## config.mk

```make
export PLATFORM = sky130hd
export DESIGN_NAME = revgate_cascade
export DESIGN_NICKNAME = d
export VERILOG_FILES = /design/src/rtl/revgate_pkg.sv /design/src/rtl/revgate_table.sv /design/src/rtl/revgate_fault_sel.sv /design/src/rtl/revgate_apply.sv /design/src/rtl/revgate_seq.sv /design/src/rtl/revgate_cascade.sv
export SDC_FILE = /design/constraint.sdc
export NUM_CORES = 1
export LEC_CHECK = 0
export ABC_AREA = 1
export BUFFER_PORTS_ARGS = -buffer_cell sky130_fd_sc_hd__buf_4
export CAP_MARGIN = 15
export CORE_UTILIZATION = 30
export CTS_CLUSTER_DIAMETER = 100
export DETAILED_ROUTE_END_ITERATION = 16
export PLACE_DENSITY = 0.46
export SYNTH_ARGS = -nofsm -noshare
export SYNTH_HDL_FRONTEND = slang
export SYNTH_SLANG_ARGS = --single-unit
export TNS_END_PERCENT = 5
```

## constraint.sdc

```tcl
create_clock -name clk -period 3.1 [get_ports clk]
set_input_delay 0.465 -clock clk [delete_from_list [all_inputs] [get_ports clk]]
set_output_delay 0.465 -clock clk [all_outputs]
set_load 0.01 [all_outputs]
```

## src/rtl/revgate_pkg.sv

```systemverilog
package revgate_pkg;
  typedef enum logic [2:0] {
    FM_NONE    = 3'd0,
    FM_MISSING = 3'd1,
    FM_REPEAT  = 3'd2,
    FM_RANGE   = 3'd3,
    FM_PARTIAL = 3'd4
  } fault_mode_e;
endpackage

```

## src/rtl/revgate_table.sv

```systemverilog
module revgate_table #(
  parameter int N_WIRES = 8,
  parameter int N_GATES = 8,
  localparam int GIW = (N_GATES > 1) ? $clog2(N_GATES) : 1,
  localparam int WIW = (N_WIRES > 1) ? $clog2(N_WIRES) : 1
) (
  input  logic               clk,
  input  logic               rst_n,
  input  logic               wr_en,
  input  logic [GIW-1:0]     wr_idx,
  input  logic [N_WIRES-1:0] wr_mask,
  input  logic [WIW-1:0]     wr_tgt,
  input  logic               wr_on,
  input  logic [GIW-1:0]     rd_idx,
  output logic [N_WIRES-1:0] rd_mask,
  output logic [WIW-1:0]     rd_tgt,
  output logic               rd_on
);
  logic [N_WIRES-1:0] mask_q [N_GATES];
  logic [WIW-1:0]     tgt_q  [N_GATES];
  logic               on_q   [N_GATES];

  for (genvar g = 0; g < N_GATES; g++) begin : g_entry
    logic sel;
    assign sel = wr_en && (wr_idx == GIW'(g));
    always_ff @(posedge clk or negedge rst_n) begin
      if (!rst_n) begin
        mask_q[g] <= '0;
        tgt_q[g]  <= '0;
        on_q[g]   <= 1'b0;
      end else if (sel) begin
        mask_q[g] <= wr_mask;
        tgt_q[g]  <= wr_tgt;
        on_q[g]   <= wr_on;
      end
    end
  end

  always_comb begin
    rd_mask = mask_q[rd_idx];
    rd_tgt  = tgt_q[rd_idx];
    rd_on   = on_q[rd_idx];
  end
endmodule

```

## src/rtl/revgate_fault_sel.sv

```systemverilog
module revgate_fault_sel
  import revgate_pkg::*;
#(
  parameter int N_WIRES = 8,
  parameter int N_GATES = 8,
  localparam int GIW = (N_GATES > 1) ? $clog2(N_GATES) : 1
) (
  input  fault_mode_e        mode,
  input  logic [GIW-1:0]     lo,
  input  logic [GIW-1:0]     hi,
  input  logic               reps_odd,
  input  logic [N_WIRES-1:0] drop,
  input  logic [GIW-1:0]     idx,
  input  logic [N_WIRES-1:0] mask_in,
  input  logic               on_in,
  output logic [N_WIRES-1:0] mask_out,
  output logic               on_out
);
  logic hit;
  assign hit = (idx == lo);

  always_comb begin
    mask_out = mask_in;
    on_out   = on_in;
    unique case (mode)
      FM_MISSING: if (hit) on_out = 1'b0;
      FM_REPEAT:  if (hit && !reps_odd) on_out = 1'b0;
      FM_RANGE:   if (idx >= lo && idx <= hi) on_out = 1'b0;
      FM_PARTIAL: if (hit) mask_out = mask_in & ~drop;
      default:    ;
    endcase
  end
endmodule

```

## src/rtl/revgate_apply.sv

```systemverilog
module revgate_apply #(
  parameter int N_WIRES = 8,
  localparam int WIW = (N_WIRES > 1) ? $clog2(N_WIRES) : 1
) (
  input  logic [N_WIRES-1:0] vec,
  input  logic [N_WIRES-1:0] mask,
  input  logic [WIW-1:0]     tgt,
  input  logic               on,
  output logic [N_WIRES-1:0] vec_nx
);
  logic [N_WIRES-1:0] tbit;
  logic [N_WIRES-1:0] ctl;
  logic               fire;

  always_comb begin
    tbit   = N_WIRES'(1) << tgt;
    ctl    = mask & ~tbit;
    fire   = on && ((vec & ctl) == ctl);
    vec_nx = fire ? (vec ^ tbit) : vec;
  end
endmodule

```

## src/rtl/revgate_seq.sv

```systemverilog
module revgate_seq #(
  parameter int N_GATES = 8,
  localparam int GIW = (N_GATES > 1) ? $clog2(N_GATES) : 1
) (
  input  logic           clk,
  input  logic           rst_n,
  input  logic           start,
  output logic           busy,
  output logic           done,
  output logic [GIW-1:0] idx,
  output logic           load,
  output logic           step
);
  localparam logic [GIW-1:0] LAST = GIW'(N_GATES - 1);

  logic           busy_q, busy_d;
  logic           done_q, done_d;
  logic [GIW-1:0] idx_q, idx_d;

  always_comb begin
    load   = start && !busy_q;
    step   = busy_q;
    busy_d = busy_q;
    done_d = 1'b0;
    idx_d  = idx_q;
    if (load) begin
      busy_d = 1'b1;
      idx_d  = '0;
    end else if (busy_q) begin
      if (idx_q == LAST) begin
        busy_d = 1'b0;
        done_d = 1'b1;
      end else begin
        idx_d = idx_q + 1'b1;
      end
    end
  end

  always_ff @(posedge clk or negedge rst_n) begin
    if (!rst_n) begin
      busy_q <= 1'b0;
      done_q <= 1'b0;
      idx_q  <= '0;
    end else begin
      busy_q <= busy_d;
      done_q <= done_d;
      idx_q  <= idx_d;
    end
  end

  assign busy = busy_q;
  assign done = done_q;
  assign idx  = idx_q;
endmodule

```

## src/rtl/revgate_cascade.sv

```systemverilog
module revgate_cascade
  import revgate_pkg::*;
#(
  parameter int N_WIRES = 8,
  parameter int N_GATES = 8,
  parameter int REP_W   = 4,
  localparam int GIW = (N_GATES > 1) ? $clog2(N_GATES) : 1,
  localparam int WIW = (N_WIRES > 1) ? $clog2(N_WIRES) : 1
) (
  input  logic               clk,
  input  logic               rst_n,
  input  logic               cfg_we,
  input  logic [GIW-1:0]     cfg_idx,
  input  logic [N_WIRES-1:0] cfg_mask,
  input  logic [WIW-1:0]     cfg_tgt,
  input  logic               cfg_en,
  input  logic [2:0]         flt_mode,
  input  logic [GIW-1:0]     flt_lo,
  input  logic [GIW-1:0]     flt_hi,
  input  logic [REP_W-1:0]   flt_reps,
  input  logic [N_WIRES-1:0] flt_drop,
  input  logic               start,
  input  logic [N_WIRES-1:0] vec_in,
  output logic               busy,
  output logic               done,
  output logic [N_WIRES-1:0] good_out,
  output logic [N_WIRES-1:0] bad_out,
  output logic               mismatch
);
  logic           load, step;
  logic [GIW-1:0] idx;

  revgate_seq #(.N_GATES(N_GATES)) u_seq (
    .clk(clk), .rst_n(rst_n), .start(start),
    .busy(busy), .done(done), .idx(idx), .load(load), .step(step)
  );

  logic [N_WIRES-1:0] g_mask;
  logic [WIW-1:0]     g_tgt;
  logic               g_on;

  revgate_table #(.N_WIRES(N_WIRES), .N_GATES(N_GATES)) u_table (
    .clk(clk), .rst_n(rst_n),
    .wr_en(cfg_we && !busy), .wr_idx(cfg_idx), .wr_mask(cfg_mask),
    .wr_tgt(cfg_tgt), .wr_on(cfg_en),
    .rd_idx(idx), .rd_mask(g_mask), .rd_tgt(g_tgt), .rd_on(g_on)
  );

  // fault settings captured with the input vector
  fault_mode_e        flt_mode_q;
  logic [GIW-1:0]     flt_lo_q, flt_hi_q;
  logic               flt_odd_q;
  logic [N_WIRES-1:0] flt_drop_q;

  always_ff @(posedge clk or negedge rst_n) begin
    if (!rst_n) begin
      flt_mode_q <= FM_NONE;
      flt_lo_q   <= '0;
      flt_hi_q   <= '0;
      flt_odd_q  <= 1'b0;
      flt_drop_q <= '0;
    end else if (load) begin
      flt_mode_q <= fault_mode_e'(flt_mode);
      flt_lo_q   <= flt_lo;
      flt_hi_q   <= flt_hi;
      flt_odd_q  <= flt_reps[0];
      flt_drop_q <= flt_drop;
    end
  end

  logic [N_WIRES-1:0] f_mask;
  logic               f_on;

  revgate_fault_sel #(.N_WIRES(N_WIRES), .N_GATES(N_GATES)) u_fsel (
    .mode(flt_mode_q), .lo(flt_lo_q), .hi(flt_hi_q), .reps_odd(flt_odd_q),
    .drop(flt_drop_q), .idx(idx), .mask_in(g_mask), .on_in(g_on),
    .mask_out(f_mask), .on_out(f_on)
  );

  logic [N_WIRES-1:0] good_q, bad_q, good_nx, bad_nx;

  revgate_apply #(.N_WIRES(N_WIRES)) u_good (
    .vec(good_q), .mask(g_mask), .tgt(g_tgt), .on(g_on), .vec_nx(good_nx)
  );
  revgate_apply #(.N_WIRES(N_WIRES)) u_bad (
    .vec(bad_q), .mask(f_mask), .tgt(g_tgt), .on(f_on), .vec_nx(bad_nx)
  );

  always_ff @(posedge clk or negedge rst_n) begin
    if (!rst_n) begin
      good_q <= '0;
      bad_q  <= '0;
    end else if (load) begin
      good_q <= vec_in;
      bad_q  <= vec_in;
    end else if (step) begin
      good_q <= good_nx;
      bad_q  <= bad_nx;
    end
  end

  assign good_out = good_q;
  assign bad_out  = bad_q;
  assign mismatch = (good_q != bad_q);
endmodule

```

==> flow_summary_export.csv <==
group,metric,value,unit
synth,synth_top_family_by_area,"simple AND/OR/NAND/NOR gates",
final_layout,syn2layout_area_growth,20.5,%
critical_path,cp_slowest_stage_delay,480,ps
run_status,outcome,"completed",
final_layout,diodes,0,
power,p_leak,4.18,nW
clocking,htreeDepth,4,
global_route,grt_max_degree,63,
job,maxCapViolations,0,
placed_design,placed_area,7840,um^2
global_route,first_global_vias,5718,
sta,worst_slew_pin_slew,873,ps
critical_path,cp_max_fo,51,
clocking,cts_resized,0,
clocking,clock_tree.root_cell,"clkbuf_16",
synth,synth-xor-area-share,0.00994,
sta,maxSlewViolCount,0,
global_route,grtUsageTotal,0.168,
global_route,antenna_found_initial,0,
die,core,22800,um^2
clocking,cts_sinks,135,
sta,fmax,400,MHz
synth,synth_area_leaders,"dfrtp_1 48%, nand2_1 15%, o21ai_0 9.8%",
critical_path,path_cells,"buf_4 > nand2_1 > nand3_2 > nand3_1 > nand2_2 > nand3_1 > nand3_1 > nand2_1 > nor2_2 > nand3_4 > nand2_4 > nand2_1 > nand2_1",
power,powerDensity,1080,nW/um^2
critical_path,cp_slowest_cell,"buf_4",
sta,setup_viol,0,
route,dr.pass1.iters,6,
critical_path,cpLargestDelayFamily,"simple AND/OR/NAND/NOR gates",
synth,synthDistinctLibCells,34,
sta,fin_tns_setup,0,ps
sta,final_hold_viol_count,0,
clocking,cts_max_path_buffers,2,
critical_path,critical_path_required,3460,ps
clocking,cts_tree,"built",
synth,yosysTopAreaCellShare,0.479,
route,drc_errors,0,
critical_path,arrival,2860,ps
placed_design,gp_congestion,0.802,
die,num_rows,55,
placed_design,port_buffers,63,
synth,synth-simple-area-share,0.283,
route,via_per_inst,4.56,
die,die_width,155,um
final_layout,drive_above_1_share,0.164,
route,vias,5865,
synth,avgSynthCellArea,7.78,um^2
clocking,insertion_delay,430,ps
die,die-area,24100,um^2
critical_path,cp-end-kind,"register",
global_route,grt-ovfl-total,0,
synth,ys_seq_area_frac,0.479,
clocking,cts_setup_buffers,0,
route,wl,19200,um
sta,finClkSkew,11.0,ps
global_route,grt_pass1_wl,30900,um
clocking,clk_pin_slew,60,ps
synth,synthAdderAreaFrac,0.0142,
critical_path,crit_buf_inv,1,
sta,slew_headroom,0.417,
route,ant_nets,0,
clocking,cts_buffers,17,
synth,synth_top_cell_by_area,"dfrtp_1",
synth,syn_nets,962,
die,start_util,0.308,
synth,synthMuxAreaShare,0,
synth,synth_cells,906,
route,first_iter_violations,290,
sta,post-route-min-period,2500,ps
route,wl_per_cell,14.9,um
synth,syn-cell-area,7050,um^2
final_layout,design_area,8490,um^2
synth,ys_warn_count,0,
die,ios,67,
die,die_y,155,um
critical_path,critPathKind,"register to register",
min_path,hp-class,"primary input to asynchronous set/reset pin",
placed_design,dp_hpwl,12500,um
sta,min_period_over_period,0.807,
final_layout,fin_nets,1019,
critical_path,cp-start-kind,"register",
power,max-vdd-ir-drop,0.332,mV
synth,ys_seq_elements,135,
synth,synth-compound-area-share,0.134,
clocking,ctsHoldBuffers,0,
sta,rsz0062_at_grt,"no",
final_layout,fillers,2430,
critical_path,critPathMostFrequentCell,"nand2_1",
## cell usage in the layout, fill, tap and decap left out
cell / netlist / routed
clkinv_4: 0 / 1
xnor2_1: 3 / 3
buf_6: 6 / 1
o211ai_2: 1 / 1
a21oi_1: 35 / 35
nand3_1: 79 / 79
nor2_4: 2 / 2
o211ai_1: 1 / 1
bufinv_16: 0 / 5
clkinvlp_4: 0 / 2
nand2_4: 5 / 5
ha_1: 8 / 8
inv_2: 3 / 3
clkbuf_16: 0 / 17
inv_1: 87 / 87
nand2_1: 285 / 285
inv_6: 0 / 2
clkinv_2: 0 / 1
nor2_2: 2 / 2
nor4_1: 1 / 1
buf_12: 0 / 1
nand4_1: 1 / 1
o21ai_0: 138 / 138
or2_2: 1 / 1
nand3b_1: 1 / 1
dfrtp_1: 135 / 135
buf_4: 3 / 79
xor2_1: 5 / 5
and3_1: 1 / 1
o22ai_1: 1 / 1
o21a_1: 2 / 2
clkbuf_8: 0 / 2
nand3_4: 3 / 3
nand2_2: 14 / 14
o21ai_1: 7 / 7
nor2_1: 24 / 24
nand3_2: 17 / 17
nor3_2: 0 / 1
## metrics by stage
step,std cells,util,hold WS [ps],power [mW],setup WS [ps]
after floorplan,906,-,169,5.93,837
after global placement,1257,0.343,463,6.98,570
after detailed placement,1257,0.343,468,7.02,567
after CTS,1287,0.372,45.2,9.32,551
after global routing,1287,0.372,71.0,10.0,248
final,1287,0.372,27.1,9.20,600
## sequential cells by signal, summed over array words and instances, names as in the netlist
| register | flops |
|---|---|
| bad_out | 8 |
| flt_drop_q | 8 |
| flt_hi_q | 3 |
| flt_lo_q | 3 |
| flt_mode_q | 3 |
| flt_odd_q | 1 |
| good_out | 8 |
| u_seq.busy | 1 |
| u_seq.done | 1 |
| u_seq.idx | 3 |
| u_table.mask_q | 64 |
| u_table.on_q | 8 |
| u_table.tgt_q | 24 |
## layout make-up
| cell class | count | area, um^2 | area share |
|---|---|---|---|
| clock buffers | 19 | 453 | 0.0533 |
| clock inverters | 11 | 196 | 0.0231 |
| inverters | 90 | 338 | 0.0398 |
| multi-input cells | 638 | 3110 | 0.366 |
| flip-flops and latches | 135 | 3380 | 0.398 |
| well taps | 313 | 392 | 0.0461 |
| repair buffers | 81 | 624 | 0.0735 |
## final timing paths
path | from | end | slack, ps | cells past startpoint
min in group clk | flt_reps[0] | flt_odd_q | 240 | 3
max reg2reg | u_seq.idx[0] | good_out[5] | 600 | 13
min | rst_n | u_table.mask_q[18] | 30 | 1
max in group asynchronous | rst_n | u_seq.idx[1] | 2280 | 2
min reg2reg | u_table.tgt_q[12] | u_table.tgt_q[12] | 480 | 2
max | u_seq.idx[0] | good_out[5] | 600 | 13
## power by group
group          total (mW)  internal (mW)  switching, mW
sequential           2.92           2.50          0.426
combinational        4.02           1.44           2.58
clock                2.26           1.47          0.794
## logic make-up after synthesis
kind of cell,after synthesis
buf+inv,133
fa+ha+maj,8
simple gates,437
xor+xnor,8
flops,135
compound gates,185
## synth_stat cells
| master | n |
|---|---|
| nand3_4 | 3 |
| nor2_1 | 24 |
| nor4_1 | 1 |
| nand4_1 | 1 |
| nor2_4 | 2 |
| o21a_1 | 2 |
| xor2_1 | 5 |
| nor3_1 | 1 |
| a21oi_1 | 35 |
| buf_2 | 5 |
| nand2_4 | 5 |
| clkbuf_1 | 27 |
| ha_1 | 8 |
| nand2_2 | 14 |
| o21ai_1 | 7 |
| xnor2_1 | 3 |
| nor2_2 | 2 |
| o211ai_2 | 1 |
| buf_6 | 6 |
| nand3_2 | 17 |
| inv_1 | 87 |
| dfrtp_1 | 135 |
| inv_2 | 3 |
| nand2_1 | 285 |
| o211ai_1 | 1 |
| o22ai_1 | 1 |
| and3_1 | 1 |
| buf_4 | 3 |
| nand3_1 | 79 |
| nand3b_1 | 1 |
| clkbuf_2 | 1 |
| o21ai_0 | 138 |
| buf_1 | 1 |
| or2_2 | 1 |
## per-layer routing
metal / part of all wire / vias up / routed length [um] / GRT usage
met1: 0.48 / 2714 / 9170 / 0.223
met2: 0.47 / 103 / 9030 / 0.278
met3: 0.035 / 15 / 679 / 0.0279
met5: 0 / - / 0 / 0
met4: 0.015 / 0 / 278 / 0.0570
li1: - / 3033 / - / -
(Power assumes the default switching activity.)
